<file path="src/rtl/gpio_ctrl_pkg.sv">
package gpio_ctrl_pkg;
  localparam int unsigned WORD_W    = 32;
  localparam int unsigned CFG_W     = 8;
  localparam int unsigned MAX_PORTS = 32;
  localparam int unsigned WIDX_W    = 6;
  localparam int unsigned GRP_SIZE  = 8;

  // word indices (byte offset / 4)
  localparam int unsigned IDX_PEND = 32;
  localparam int unsigned IDX_IN   = 33;
  localparam int unsigned IDX_OUT  = 34;
  localparam int unsigned IDX_ALL  = 35;
  localparam int unsigned IDX_GRP0 = 36;
  localparam int unsigned IDX_CLR  = 40;
  localparam int unsigned IDX_SET  = 41;

  // detection mode codes, config bits 7:5
  localparam logic [2:0] DET_HIGH = 3'd0;
  localparam logic [2:0] DET_LOW  = 3'd1;
  localparam logic [2:0] DET_RISE = 3'd2;
  localparam logic [2:0] DET_FALL = 3'd3;
  localparam logic [2:0] DET_BOTH = 3'd4;

  typedef struct packed {
    logic [2:0] det;
    logic       spare;
    logic       irq_en;
    logic       drive_en;
    logic       rd_en;
    logic       wr_en;
  } port_cfg_t;
endpackage

</file>
<file path="src/rtl/gpio_in_sync.sv">
module gpio_in_sync #(
  parameter int unsigned W = 32
) (
  input  logic         clk,
  input  logic         rst_n,
  input  logic [W-1:0] raw,
  output logic [W-1:0] cur,
  output logic [W-1:0] prev
);
  logic [W-1:0] meta_q, cur_q, prev_q;
  logic [W-1:0] meta_d, cur_d, prev_d;

  always_comb begin
    meta_d = raw;
    cur_d  = meta_q;
    prev_d = cur_q;
  end

  always_ff @(posedge clk or negedge rst_n) begin
    if (!rst_n) begin
      meta_q <= '0;
      cur_q  <= '0;
      prev_q <= '0;
    end else begin
      meta_q <= meta_d;
      cur_q  <= cur_d;
      prev_q <= prev_d;
    end
  end

  assign cur  = cur_q;
  assign prev = prev_q;
endmodule

</file>
<file path="src/rtl/gpio_out_reg.sv">
module gpio_out_reg #(
  parameter int unsigned W = 32
) (
  input  logic         clk,
  input  logic         rst_n,
  input  logic         load,
  input  logic         set,
  input  logic         clr,
  input  logic [W-1:0] wdata,
  output logic [W-1:0] q
);
  logic [W-1:0] q_r, q_d;
  logic         en;

  always_comb begin
    en  = load | set | clr;
    q_d = q_r;
    if (load) q_d = wdata;
    if (set)  q_d = q_r | wdata;
    if (clr)  q_d = q_r & ~wdata;
  end

  always_ff @(posedge clk or negedge rst_n) begin
    if (!rst_n)  q_r <= '0;
    else if (en) q_r <= q_d;
  end

  assign q = q_r;
endmodule

</file>
<file path="src/rtl/gpio_port_cell.sv">
module gpio_port_cell
  import gpio_ctrl_pkg::*;
(
  input  logic             clk,
  input  logic             rst_n,
  input  logic             cfg_we,
  input  logic [CFG_W-1:0] cfg_wdata,
  input  logic             pend_clr,
  input  logic             smp_cur,
  input  logic             smp_prev,
  output port_cfg_t        cfg,
  output logic             pend
);
  port_cfg_t cfg_q, cfg_d;
  logic      pend_q, pend_d, pend_en;
  logic      hit, ev, level_md;

  always_comb begin
    cfg_d = cfg_q;
    if (cfg_we) cfg_d = port_cfg_t'(cfg_wdata);
  end

  always_comb begin
    case (cfg_q.det)
      DET_HIGH: hit = smp_cur;
      DET_LOW:  hit = ~smp_cur;
      DET_RISE: hit = smp_cur & ~smp_prev;
      DET_FALL: hit = ~smp_cur & smp_prev;
      DET_BOTH: hit = smp_cur ^ smp_prev;
      default:  hit = 1'b0;
    endcase
    level_md = (cfg_q.det == DET_HIGH) || (cfg_q.det == DET_LOW);
    ev       = hit & cfg_q.irq_en;
    pend_d   = pend_q;
    if (pend_clr) pend_d = 1'b0;
    // a clear beats a level (it returns next cycle); an edge survives a clear
    if (ev && !(pend_clr && level_md)) pend_d = 1'b1;
    pend_en  = pend_clr | ev;
  end

  always_ff @(posedge clk or negedge rst_n) begin
    if (!rst_n)      cfg_q <= '0;
    else if (cfg_we) cfg_q <= cfg_d;
  end

  always_ff @(posedge clk or negedge rst_n) begin
    if (!rst_n)       pend_q <= 1'b0;
    else if (pend_en) pend_q <= pend_d;
  end

  assign cfg  = cfg_q;
  assign pend = pend_q;
endmodule

</file>
<file path="src/rtl/gpio_port_ctrl.sv">
module gpio_port_ctrl
  import gpio_ctrl_pkg::*;
#(
  parameter int unsigned PORTS  = 32,
  parameter int unsigned ADDR_W = 8
) (
  input  logic              clk,
  input  logic              rst_n,
  input  logic              psel,
  input  logic              penable,
  input  logic              pwrite,
  input  logic [ADDR_W-1:0] paddr,
  input  logic [WORD_W-1:0] pwdata,
  output logic [WORD_W-1:0] prdata,
  input  logic [PORTS-1:0]  pad_in,
  output logic [PORTS-1:0]  pad_out,
  output logic [PORTS-1:0]  pad_oe,
  output logic [PORTS-1:0]  irq
);
  localparam int unsigned GROUPS = (PORTS + GRP_SIZE - 1) / GRP_SIZE;

  logic              in_win, wr_hit;
  logic [WIDX_W-1:0] widx;
  logic [PORTS-1:0]  smp_cur, smp_prev;
  logic [PORTS-1:0]  out_q, pend_v, ien_v, rden_v, oen_v, drv_v;
  port_cfg_t         cfg_v [PORTS];
  logic [WORD_W-1:0] rd_word;

  assign in_win = ((paddr >> 8) == '0) && (paddr[1:0] == 2'b00);
  assign widx   = paddr[7:2];
  assign wr_hit = psel & penable & pwrite & in_win;

  gpio_in_sync #(.W(PORTS)) u_sync (
    .clk  (clk),
    .rst_n(rst_n),
    .raw  (pad_in),
    .cur  (smp_cur),
    .prev (smp_prev)
  );

  gpio_out_reg #(.W(PORTS)) u_out (
    .clk  (clk),
    .rst_n(rst_n),
    .load (wr_hit && (widx == WIDX_W'(IDX_OUT))),
    .set  (wr_hit && (widx == WIDX_W'(IDX_SET))),
    .clr  (wr_hit && (widx == WIDX_W'(IDX_CLR))),
    .wdata(pwdata[PORTS-1:0]),
    .q    (out_q)
  );

  for (genvar i = 0; i < PORTS; i++) begin : g_port
    logic we_i, clr_i;
    assign we_i  = wr_hit && ((widx == WIDX_W'(i)) ||
                              (widx == WIDX_W'(IDX_ALL)) ||
                              (widx == WIDX_W'(IDX_GRP0 + i / GRP_SIZE)));
    assign clr_i = wr_hit && (widx == WIDX_W'(IDX_PEND)) && pwdata[i];

    gpio_port_cell u_cell (
      .clk      (clk),
      .rst_n    (rst_n),
      .cfg_we   (we_i),
      .cfg_wdata(pwdata[CFG_W-1:0]),
      .pend_clr (clr_i),
      .smp_cur  (smp_cur[i]),
      .smp_prev (smp_prev[i]),
      .cfg      (cfg_v[i]),
      .pend     (pend_v[i])
    );

    assign ien_v[i]  = cfg_v[i].irq_en;
    assign rden_v[i] = cfg_v[i].rd_en;
    assign oen_v[i]  = cfg_v[i].wr_en;
    assign drv_v[i]  = cfg_v[i].drive_en;
  end

  always_comb begin
    rd_word = '0;
    if (in_win) begin
      if (widx < WIDX_W'(MAX_PORTS)) begin
        for (int k = 0; k < PORTS; k++) begin
          if (widx == WIDX_W'(k)) rd_word[CFG_W-1:0] = cfg_v[k];
        end
      end else begin
        case (widx)
          WIDX_W'(IDX_PEND): rd_word[PORTS-1:0] = pend_v;
          WIDX_W'(IDX_IN):   rd_word[PORTS-1:0] = smp_cur & rden_v;
          WIDX_W'(IDX_OUT):  rd_word[PORTS-1:0] = out_q;
          default:           rd_word = '0;
        endcase
      end
    end
  end

  assign prdata  = rd_word;
  assign pad_out = out_q & oen_v;
  assign pad_oe  = drv_v;
  assign irq     = pend_v;

  if (GROUPS > 4) begin : g_bad_cfg
    initial $error("PORTS exceeds the four config groups");
  end
endmodule

</file>
<file path="config.mk">
export PLATFORM = sky130hd
export DESIGN_NAME = gpio_port_ctrl
export DESIGN_NICKNAME = d
export VERILOG_FILES = /design/src/rtl/gpio_ctrl_pkg.sv /design/src/rtl/gpio_in_sync.sv /design/src/rtl/gpio_out_reg.sv /design/src/rtl/gpio_port_cell.sv /design/src/rtl/gpio_port_ctrl.sv
export SDC_FILE = /design/constraint.sdc
export NUM_CORES = 1
export LEC_CHECK = 0
export BUFFER_PORTS_ARGS = -buffer_cell sky130_fd_sc_hd__buf_2
export CORE_UTILIZATION = 44
export DETAILED_ROUTE_END_ITERATION = 6
export SETUP_SLACK_MARGIN = 0.1
export SLEW_MARGIN = 0
export SYNTH_ARGS = -nofsm -noshare
export SYNTH_HDL_FRONTEND = slang
export SYNTH_SLANG_ARGS = --single-unit
export TNS_END_PERCENT = 50
</file>
<file path="constraint.sdc">
create_clock -name clk -period 1.6 [get_ports clk]
set_input_delay 0 -clock clk [delete_from_list [all_inputs] [get_ports clk]]
set_output_delay 0 -clock clk [all_outputs]
set_load 0.02 [all_outputs]
</file>
==> reports/qor.csv, run 1 <==
stage,metric,value,unit
status,status,"finished, violations left",
status,violations,"design-rule violations, negative setup slack",
finish,multi_input_area,10900,µm²
synthesis,ys_warn_count,0,
timing,clock_skew,0.0169,ns
worst_setup_path,worstPathMaxFanout,2,
synthesis,synthDistinctLibCells,79,
global_route,grt_antenna_before_repair,0,
timing,setup_viol,32,
clocking,cts_max_level,2,
die,die_h,221,µm
global_route,grtUsageTotal,33.3,%
die,core,46900,µm²
synthesis,async_reset_ff_share,100,%
timing,tightest_slew,0.636,ns
finish,seq_area,10400,µm²
hold_path,min-delay-path-class,input pin to flop,
worst_setup_path,critPathMaxStageDelay,0.40,ns
placed_design,dpl.hpwl,60700,µm
timing,drv_slew,0,
timing,finalSetupTns,-14.35,ns
worst_setup_path,worstPathRequired,1.60,ns
clocking,clock_latency,0.58,ns
drt,via_per_inst,5.77,
timing,max_freq,0.393,GHz
synthesis,ys_ff_latch,416,
drt,drtAntennaViolNets,0,
clocking,clock_path_buffers,3,
drt,drt_first_pass_iters,7,
die,initial_utilization,45.0,%
worst_setup_path,ff2ff_path_depth,7,
worst_setup_path,critPathArrivalTime,2.55,ns
power_and_ir_drop,p_per_area,889,nW/µm²
synthesis,synthCells,1853,
drt,drt_first_iter_violations,1914,
clocking,numCtsBuffers,46,
placed_design,gp_congestion,0.979,
global_route,grt_pass1_vias,18400,
die,pin_count,205,
synthesis,syn-cell-area,21100,µm²
clocking,cts_tree,built,
die,dieArea,48800,µm²
power_and_ir_drop,ir_drop,819,µV
global_route,grt_max_degree,44,
finish,area_growth,42.1,%
synthesis,synthesis.nets,1994,
drt,route.detailed.drc,14,
finish,diodes,0,
finish,drive_gt1_share,49.0,%
power_and_ir_drop,p_leak,14.1,nW
drt,routed_wl,82700,µm
timing,finalCritPeriodShare,159,%
timing,timing.final.ws_setup,-0.946,ns
drt,vias,18000,
hold_path,hold_depth,4,
synthesis,synth_ff_type,dfrtp_1,
finish,layout.nets,2616,
timing,rsz0062_at_grt,true,
worst_setup_path,crit_path_start_kind,flop,
placed_design,pre_cts_slack,-0.887,ns
clocking,cts.sinks,416,
clocking,cts-root-buf,clkbuf_16,
timing,slew_headroom,57.5,%
timing,period_minus_slack,2.55,ns
worst_setup_path,cp_cell_sequence,mux2i_1 -> o311ai_2 -> a221oi_2 -> a211oi_2 -> buf_4 -> a2111oi_4 -> buf_4 -> o21ai_4 -> buf_6,
die,die_width,221,µm
worst_setup_path,cp-end-kind,output port,
placed_design,port_buffers,204,
job,cap_violations,0,
finish,fillers,3728,
worst_setup_path,critPathKind,flop to output port,
global_route,grt_pass1_wl,121000,µm
clocking,clkTransAtPathRegs,0.06,ns
worst_setup_path,slowest_stage,dfrtp_1,
synthesis,yosysSeqAreaShare,49.4,%
synthesis,avgSynthCellArea,11.4,µm²
drt,post_drt_wl_per_cell,26.5,µm
die,fp-row-count,79,
global_route,grt-ovfl-total,0,
synthesis,synth-edff-count,0,
timing,hold_viol_final,0,
worst_setup_path,cpMostUsedCell,buf_4,
-- where the power goes --
| group | switching [mW] | internal (mW) |
|---|---|---|
| Sequential | 0.752 | 11.2 |
| Combinational | 1.97 | 1.77 |
| Clock | 4.44 | 6.49 |
-- cell type report --
class,count,area share (%)
clock inverter,11,0.468
tap,607,2.54
multi-input combinational,1211,36.5
timing repair buffer,727,20.1
clock buffer,71,4.67
sequential,416,34.9
inverter,73,0.924
-- flip-flops by register name, indices dropped and copies added (netlist names) --
name and cells:
u_sync.cur 32, u_sync.cur_d 32, u_out.q 32, g_port.u_cell.cfg 256, u_sync.prev 32, g_port.u_cell.pend 32
-- synth_stat cells, drive strengths merged (3+ instances only) --
cell type	number	area (µm²)
mux2i	16	160
xnor2	32	280
nor3	36	208
a21oi	62	340
ha	64	801
nor2b	5	31.3
nand3	22	110
o211ai	5	37.5
nor4	7	95.1
o21ai	112	591
nor4b	18	158
nand2	141	532
a222oi	6	60.1
dfrtp	416	10400
or4	3	26.3
mux2	278	3130
o2111ai	3	26.3
a22o	61	534
nor3b	7	52.6
or2	4	25.0
buf	106	722
a31oi	5	31.3
a32oi	29	254
and3	5	31.3
or4b	3	33.8
clkbuf	47	179
o22ai	9	56.3
nor2	90	415
and2	37	231
nand4	7	43.8
nand2b	9	56.3
a221oi	18	164
inv	73	274
a211oi	6	50.1
o221ai	8	70.1
a22oi	71	533
-- final timing paths --
path / startpoint / to / slack [ns]
setup / recovery: g_port[5].u_cell.cfg[0] / prdata[0] / -0.95
hold / removal: pwdata[6] / g_port[16].u_cell.cfg[6] / 0.04
setup reg to reg: u_sync.cur[7] / g_port[7].u_cell.pend / 0.06
hold reg to reg: u_sync.cur_d[6] / u_sync.cur[6] / 0.34
max in group asynchronous: rst_n / u_sync.cur[24] / 0.97
min in group asynchronous: rst_n / g_port[5].u_cell.cfg[3] / 0.09
-- cell usage in the layout, fill, tap and decap left out, types with 8 or more instances in the layout --
cell,instances
buf_6,43
o21ai_0,61
nor3_1,29
xnor2_1,32
buf_12,42
nand3_1,19
clkbuf_16,51
a21oi_1,25
nand2b_1,9
clkbuf_1,13
nor2_4,15
a32oi_1,27
nor2_1,61
o21ai_1,37
inv_1,67
buf_2,161
mux2_2,189
ha_1,56
o22ai_1,9
a221oi_2,8
mux2i_1,15
clkbuf_8,9
mux2_4,89
nor2_2,14
dfrtp_2,22
and2_1,33
buf_4,409
a22oi_1,46
nand2_1,128
a22o_1,61
a221oi_1,10
nor4b_1,16
dlygate4sd3_1,64
a21oi_4,31
nand2_2,9
dfrtp_1,394
a22oi_2,25
-- metrics by stage --
step / power [mW] / hold WS [ns] / std cells / utilization [%] / instance area [µm²]
floorplan: 13.9 / -0.296 / 1853 / - / 22100
global placement: 15.4 / -0.100 / 2940 / 56.3 / 26400
detailed placement: 15.5 / -0.0966 / 2940 / 56.3 / 26400
CTS: 26.6 / 0.0122 / 3098 / 62.5 / 29300
global route: 27.5 / 0.0444 / 3116 / 63.9 / 29900
finish: 26.6 / 0.0429 / 3116 / 63.9 / 29900
-- critical path: cells and delay by family (launching register included) --
family	cells	cell delay (ns)
buffers and inverters	3	0.49
muxes	1	0.11
DFF	1	0.40
AOI/OAI and AO/OA	5	0.96
-- cell families (layout without fill, tap and decap cells) --
group,after synthesis,count (layout),share of synthesized area [%]
compound gates,412,412,13.8
buf+inv,226,882,5.58
fa+ha+maj,64,64,3.80
simple gates,406,406,10.3
xor+xnor,34,34,1.41
flops,416,416,49.4
mux,295,295,15.7
-- repair_timing --
item / in CTS / in global routing
gates cloned: 2 / 3
hold buffers: 65 / 0
gates resized for setup: 154 / 122
buffers inserted: 10 / 17
pin swaps: 37 / 39
setup endpoints to repair: 99 / 144
hold endpoints to repair: 517 / 0
-- layer usage --
metal / global-route usage, % / vias up / routed length, µm
met4: 10.7 / 0 / 2970
met5: 0 / - / 0
met3: 4.20 / 129 / 5260
li1: - / 7950 / -
met1: 47.2 / 9250 / 36200
met2: 53.1 / 665 / 38200
(Power assumes the default switching activity.)
==> run 2, diff against run 1 <==
CORE_UTILIZATION = 51   (was 44)
PLACE_DENSITY_LB_ADDON = 0.12   (was default)
==> run 2 against run 1 <==
  * The flow finishes with violations (negative setup slack)
  * Wire length decreased by 2.4%
  * First-iteration DRC count decreased by 17%
  * Fmax increased by 6.4%
  * Clock power about the same
  * Critical endpoint unchanged
  * Largest power group unchanged
==> reports/qor.csv, run 2 (same netlist as run 1, synthesis figures left out) <==
stage,metric,value,unit
placed_design,dpl.hpwl,59800,µm
drt,post_drt_wl_per_cell,26.7,µm
drt,drt_first_iter_violations,1584,
die,pin_count,205,
clocking,cts.sinks,416,
clocking,cts_tree,built,
timing,hold_viol_final,0,
timing,period_minus_slack,2.39,ns
die,dieArea,42100,µm²
drt,drtAntennaViolNets,0,
drt,vias,18100,
timing,rsz0062_at_grt,true,
finish,layout.nets,2597,
power_and_ir_drop,ir_drop,849,µV
power_and_ir_drop,power,26.7,mW
power_and_ir_drop,p_per_area,900,nW/µm²
finish,area_growth,40.7,%
job,cap_violations,0,
worst_setup_path,cp-end-kind,output port,
hold_path,min-delay-path-class,input pin to flop,
global_route,grt_pass1_vias,17900,
timing,timing.final.ws_setup,-0.793,ns
timing,drv_slew,0,
drt,routed_wl,80600,µm
clocking,clock_path_buffers,3,
finish,largest_register_ffs,256,
finish,fillers,2862,
drt,route.detailed.drc,0,
timing,finalSetupTns,-13.21,ns
placed_design,dp_cells,2844,
status,violations,negative setup slack,
finish,fin_cells,3024,
clocking,numCtsBuffers,46,
placed_design,port_buffers,204,
worst_setup_path,critPathArrivalTime,2.39,ns
finish,drive_gt1_share,48.4,%
clocking,clock_latency,0.58,ns
timing,tightest_slew,0.707,ns
timing,max_freq,0.418,GHz
clocking,clkTransAtPathRegs,0.06,ns
global_route,grt_antenna_before_repair,0,
die,die_h,205,µm
finish,postLayoutCoreUtil,72.8,%
finish,final_cell_mix,"dfrtp_1 (413), buf_4 (387), mux2_2 (193)",
die,die_width,205,µm
die,core,40700,µm²
global_route,grt_pass1_wl,117000,µm
drt,via_per_inst,5.99,
timing,setup_viol,51,
power_and_ir_drop,p_leak,14.1,nW
worst_setup_path,worstPathMaxFanout,2,
worst_setup_path,critPathKind,flop to output port,
global_route,grt_max_degree,89,
global_route,grt-ovfl-total,0,
timing,finalCritPeriodShare,150,%
timing,holdWs,0.0594,ns
timing,slew_headroom,52.7,%
worst_setup_path,worstPathRequired,1.60,ns
die,initial_utilization,51.7,%
clocking,cts_max_level,2,
status,status,"finished, violations left",
placed_design,gp_congestion,1.01,
global_route,grtUsageTotal,38.4,%
die,fp-row-count,74,
finish,layout_commonest_cell,dfrtp_1,
drt,drt_first_pass_iters,5,
clocking,cts-root-buf,clkbuf_16,
worst_setup_path,crit_path_start_kind,flop,
timing,clock_skew,0.00887,ns
run 2: worst paths after layout:
kind / start / cells after the start / to / slack [ns]
setup / recovery: g_port[28].u_cell.cfg[0] / 7 / prdata[0] / -0.79
hold / removal: pad_in[30] / 2 / u_sync.cur_d[30] / 0.06
setup reg to reg: u_sync.cur[0] / 7 / g_port[0].u_cell.pend / 0.03
hold reg to reg: u_sync.cur_d[15] / 0 / u_sync.cur[15] / 0.35
max in group asynchronous: rst_n / 3 / g_port[16].u_cell.cfg[1] / 0.40
min in group asynchronous: rst_n / 3 / g_port[16].u_cell.cfg[4] / 0.07
run 2: final cells by class:
class	count	area, µm²	share of cell area, %
well taps	532	666	2.25
clock buffers	65	1400	4.71
diodes	1	2.50	0.00844
multi-input cells	1211	10900	36.8
inverters	73	274	0.925
flip-flops and latches	416	10400	35.1
repair buffers	708	5780	19.5
clock inverters	18	189	0.637
run 2: per-stage QoR:
step	instance area (µm²)	worst slack [ns]
after detailed placement	26100	-0.953
after CTS	29200	-0.751
after global placement	26100	-0.987
after global routing	29600	-0.816
after floorplan	22100	-0.158
final	29600	-0.793
run 2: worst max-delay path, stage by stage, from the launching register on:
cell	delay, ns
dfrtp_1	0.40
a22o_1	0.23
a221oi_2	0.26
nand2_1	0.14
o31a_1	0.30
a31oi_2	0.20
o21ai_2	0.13
buf_6	0.15
run 2: power breakdown:
| group | switching (mW) | internal [mW] | total [mW] |
|---|---|---|---|
| logic | 1.94 | 1.69 | 3.63 |
| clock network | 4.52 | 6.58 | 11.1 |
| registers | 0.765 | 11.2 | 12.0 |
| total | 7.22 | 19.5 | 26.7 |
run 2: what timing repair did:
action / 4_1_cts / 5_1_grt
setup buffers: 22 / 11
hold endpoints to repair: 511 / 0
resized for setup: 174 / 95
pin swaps: 34 / 33
hold buffers: 63 / 0
gates cloned: 3 / 0
endpoints found under the setup margin: 99 / 132
run 2: layer usage:
layer	up-vias	wire length, µm	GRT usage, %
met3	147	5540	6.73
met1	9327	35100	53.7
met5	-	0	0
met2	726	37200	60.3
met4	0	2770	12.9
li1	7923	-	-
==> run 3, diff against run 2 <==
CORE_ASPECT_RATIO = 1.75   (was default)
==> run 3 against run 2 <==
  * The run still ends with negative setup slack left
  * Flip-flop and latch count unchanged
  * Highest routed layer is now met5
  * Sequential power barely moved
  * Critical path type unchanged
  * Non-clock buffer count rose by 15
  * Final cell count increased by 0.63%
  * Largest power group unchanged
  * Register-to-register slack improved by 0.03 ns
  * Sequential share of layout area fell by 0.16 points
==> reports/qor.csv, run 3 (same netlist as run 1, synthesis figures left out) <==
stage,metric,value,unit
status,status,"finished, violations left",
status,violations,negative setup slack,
clocking,clkTransAtPathRegs,0.07,ns
clocking,cts-root-buf,clkbuf_16,
timing,slew_headroom,62.1,%
worst_setup_path,cp-end-kind,output port,
global_route,grt_max_degree,54,
placed_design,dpl.hpwl,61300,µm
worst_setup_path,worstPathMaxFanout,2,
power_and_ir_drop,power,25.4,mW
clocking,clock_path_buffers,3,
die,die_width,156,µm
timing,period_minus_slack,2.50,ns
worst_setup_path,critPathMaxStageDelay,0.40,ns
timing,finalSetupTns,-10.11,ns
timing,hold_viol_final,0,
finish,drive_gt1_share,48.6,%
worst_setup_path,critical-path-top-delay-family,compound AO/OA/AOI/OAI gates,
global_route,grt-ovfl-total,0,
drt,route.detailed.drc,0,
power_and_ir_drop,p_leak,14.1,nW
finish,final_area,29800,µm²
finish,fin_cells,3043,
global_route,grtUsageTotal,39.3,%
power_and_ir_drop,p_per_area,853,nW/µm²
die,core,40800,µm²
die,fp-row-count,98,
timing,rsz0062_at_grt,true,
drt,vias,18200,
job,cap_violations,0,
finish,final_cell_mix,"dfrtp_1 (398), buf_4 (382), mux2_2 (188)",
drt,post_drt_wl_per_cell,27.5,µm
drt,drt_first_pass_iters,6,
placed_design,gp_congestion,1.05,
placed_design,placed_area,26200,µm²
die,pin_count,205,
placed_design,pre_cts_slack,-0.746,ns
die,die_h,271,µm
clocking,clock_latency,0.55,ns
clocking,cts_tree,built,
worst_setup_path,worstPathRequired,1.60,ns
timing,timing.final.ws_setup,-0.896,ns
global_route,grt_pass1_wl,120000,µm
timing,drv_slew,0,
finish,fillers,2899,
worst_setup_path,slowest_stage,dfrtp_1,
clocking,cts.sinks,416,
placed_design,port_buffers,204,
finish,layout_commonest_cell,dfrtp_1,
drt,via_per_inst,5.97,
die,dieArea,42200,µm²
drt,drt_first_iter_violations,1187,
worst_setup_path,critPathKind,flop to output port,
worst_setup_path,crit_path_start_kind,flop,
finish,largest_register_ffs,256,
worst_setup_path,crit_buf_inv,1,
drt,routed_wl,83700,µm
timing,max_freq,0.401,GHz
finish,layout.nets,2606,
power_and_ir_drop,ir_drop,1080,µV
hold_path,min-delay-path-class,input pin to asynchronous set/reset pin,
drt,drtAntennaViolNets,0,
worst_setup_path,cp_cell_sequence,a22o_1 -> a221oi_1 -> nand2_1 -> o31a_1 -> a31oi_1 -> o21ai_4 -> buf_6,
timing,clock_skew,0.0105,ns
timing,tightest_slew,0.569,ns
timing,setup_viol,33,
clocking,cts_max_level,2,
die,initial_utilization,51.6,%
global_route,grt_pass1_vias,19100,
timing,finalCritPeriodShare,156,%
finish,area_growth,41.6,%
clocking,numCtsBuffers,40,
placed_design,dp_cells,2869,
global_route,grt_antenna_before_repair,2,
worst_setup_path,critPathArrivalTime,2.50,ns
==> run 3: cell types whose count changed in the layout (fill, tap and decap cells not counted), sizes merged <==
cell	delta
clkbuf	-1
dlygate4sd3	+1
clkinvlp	-4
bufbuf	+1
buf	+8
clkinv	-4
==> run 3: cell type report <==
| type | instances | area (µm²) | share of cell area, % |
|---|---|---|---|
| timing repair buffer | 723 | 6130 | 20.6 |
| clock inverter | 10 | 136 | 0.457 |
| tap | 550 | 688 | 2.31 |
| inverter | 73 | 274 | 0.919 |
| multi-input combinational | 1211 | 11000 | 36.8 |
| antenna | 1 | 2.50 | 0.00839 |
| sequential | 416 | 10400 | 35.0 |
| clock buffer | 59 | 1170 | 3.93 |
==> run 3: metrics by stage <==
| step | hold slack (ns) | utilization (%) |
|---|---|---|
| 5_1_grt | 0.0442 | 73.0 |
| 2_1_floorplan | -0.296 | - |
| 6_report | 0.00510 | 73.0 |
| 3_5_place_dp | 0.00155 | 64.1 |
| 4_1_cts | 0.00439 | 71.0 |
| 3_3_place_gp | -0.00553 | 64.1 |
==> run 3: report_power, final <==
| group | internal (mW) | leakage, nW | switching (mW) | total, mW |
|---|---|---|---|---|
| clock | 5.57 | 0.646 | 4.18 | 9.75 |
| combinational | 1.75 | 7.99 | 1.96 | 3.71 |
| sequential | 11.2 | 5.45 | 0.798 | 12.0 |
==> run 3: worst paths after layout <==
path	from	endpoint	slack [ns]	depth (start not counted)
setup / recovery	g_port[31].u_cell.cfg[0]	prdata[0]	-0.90	7
hold / removal	rst_n	u_sync.cur_d[10]	0.005	2
setup reg to reg	u_sync.cur[0]	g_port[0].u_cell.pend	0.06	7
hold reg to reg	u_sync.cur_d[24]	u_sync.cur[24]	0.35	0
max in group asynchronous	rst_n	g_port[4].u_cell.cfg[0]	0.82	3
min in group clk	pad_in[27]	u_sync.cur_d[27]	0.08	2
==> run 3: routing by layer <==
metal  up-vias  global-route usage (%)  wire length [µm]
met4         2                    23.1              6460
met2       703                    70.0             43100
li1       7913                       -                 -
met3       282                    5.05              4020
met1      9257                    44.5             30100
met5         -                       0                10
==> run 3: repair_timing <==
action	in CTS	in global routing
resized for setup	166	139
setup endpoints to repair	137	112
hold buffers	63	1
endpoints found under the hold margin	510	1
setup buffers	14	20
pin swaps	33	53
cloned	4	6
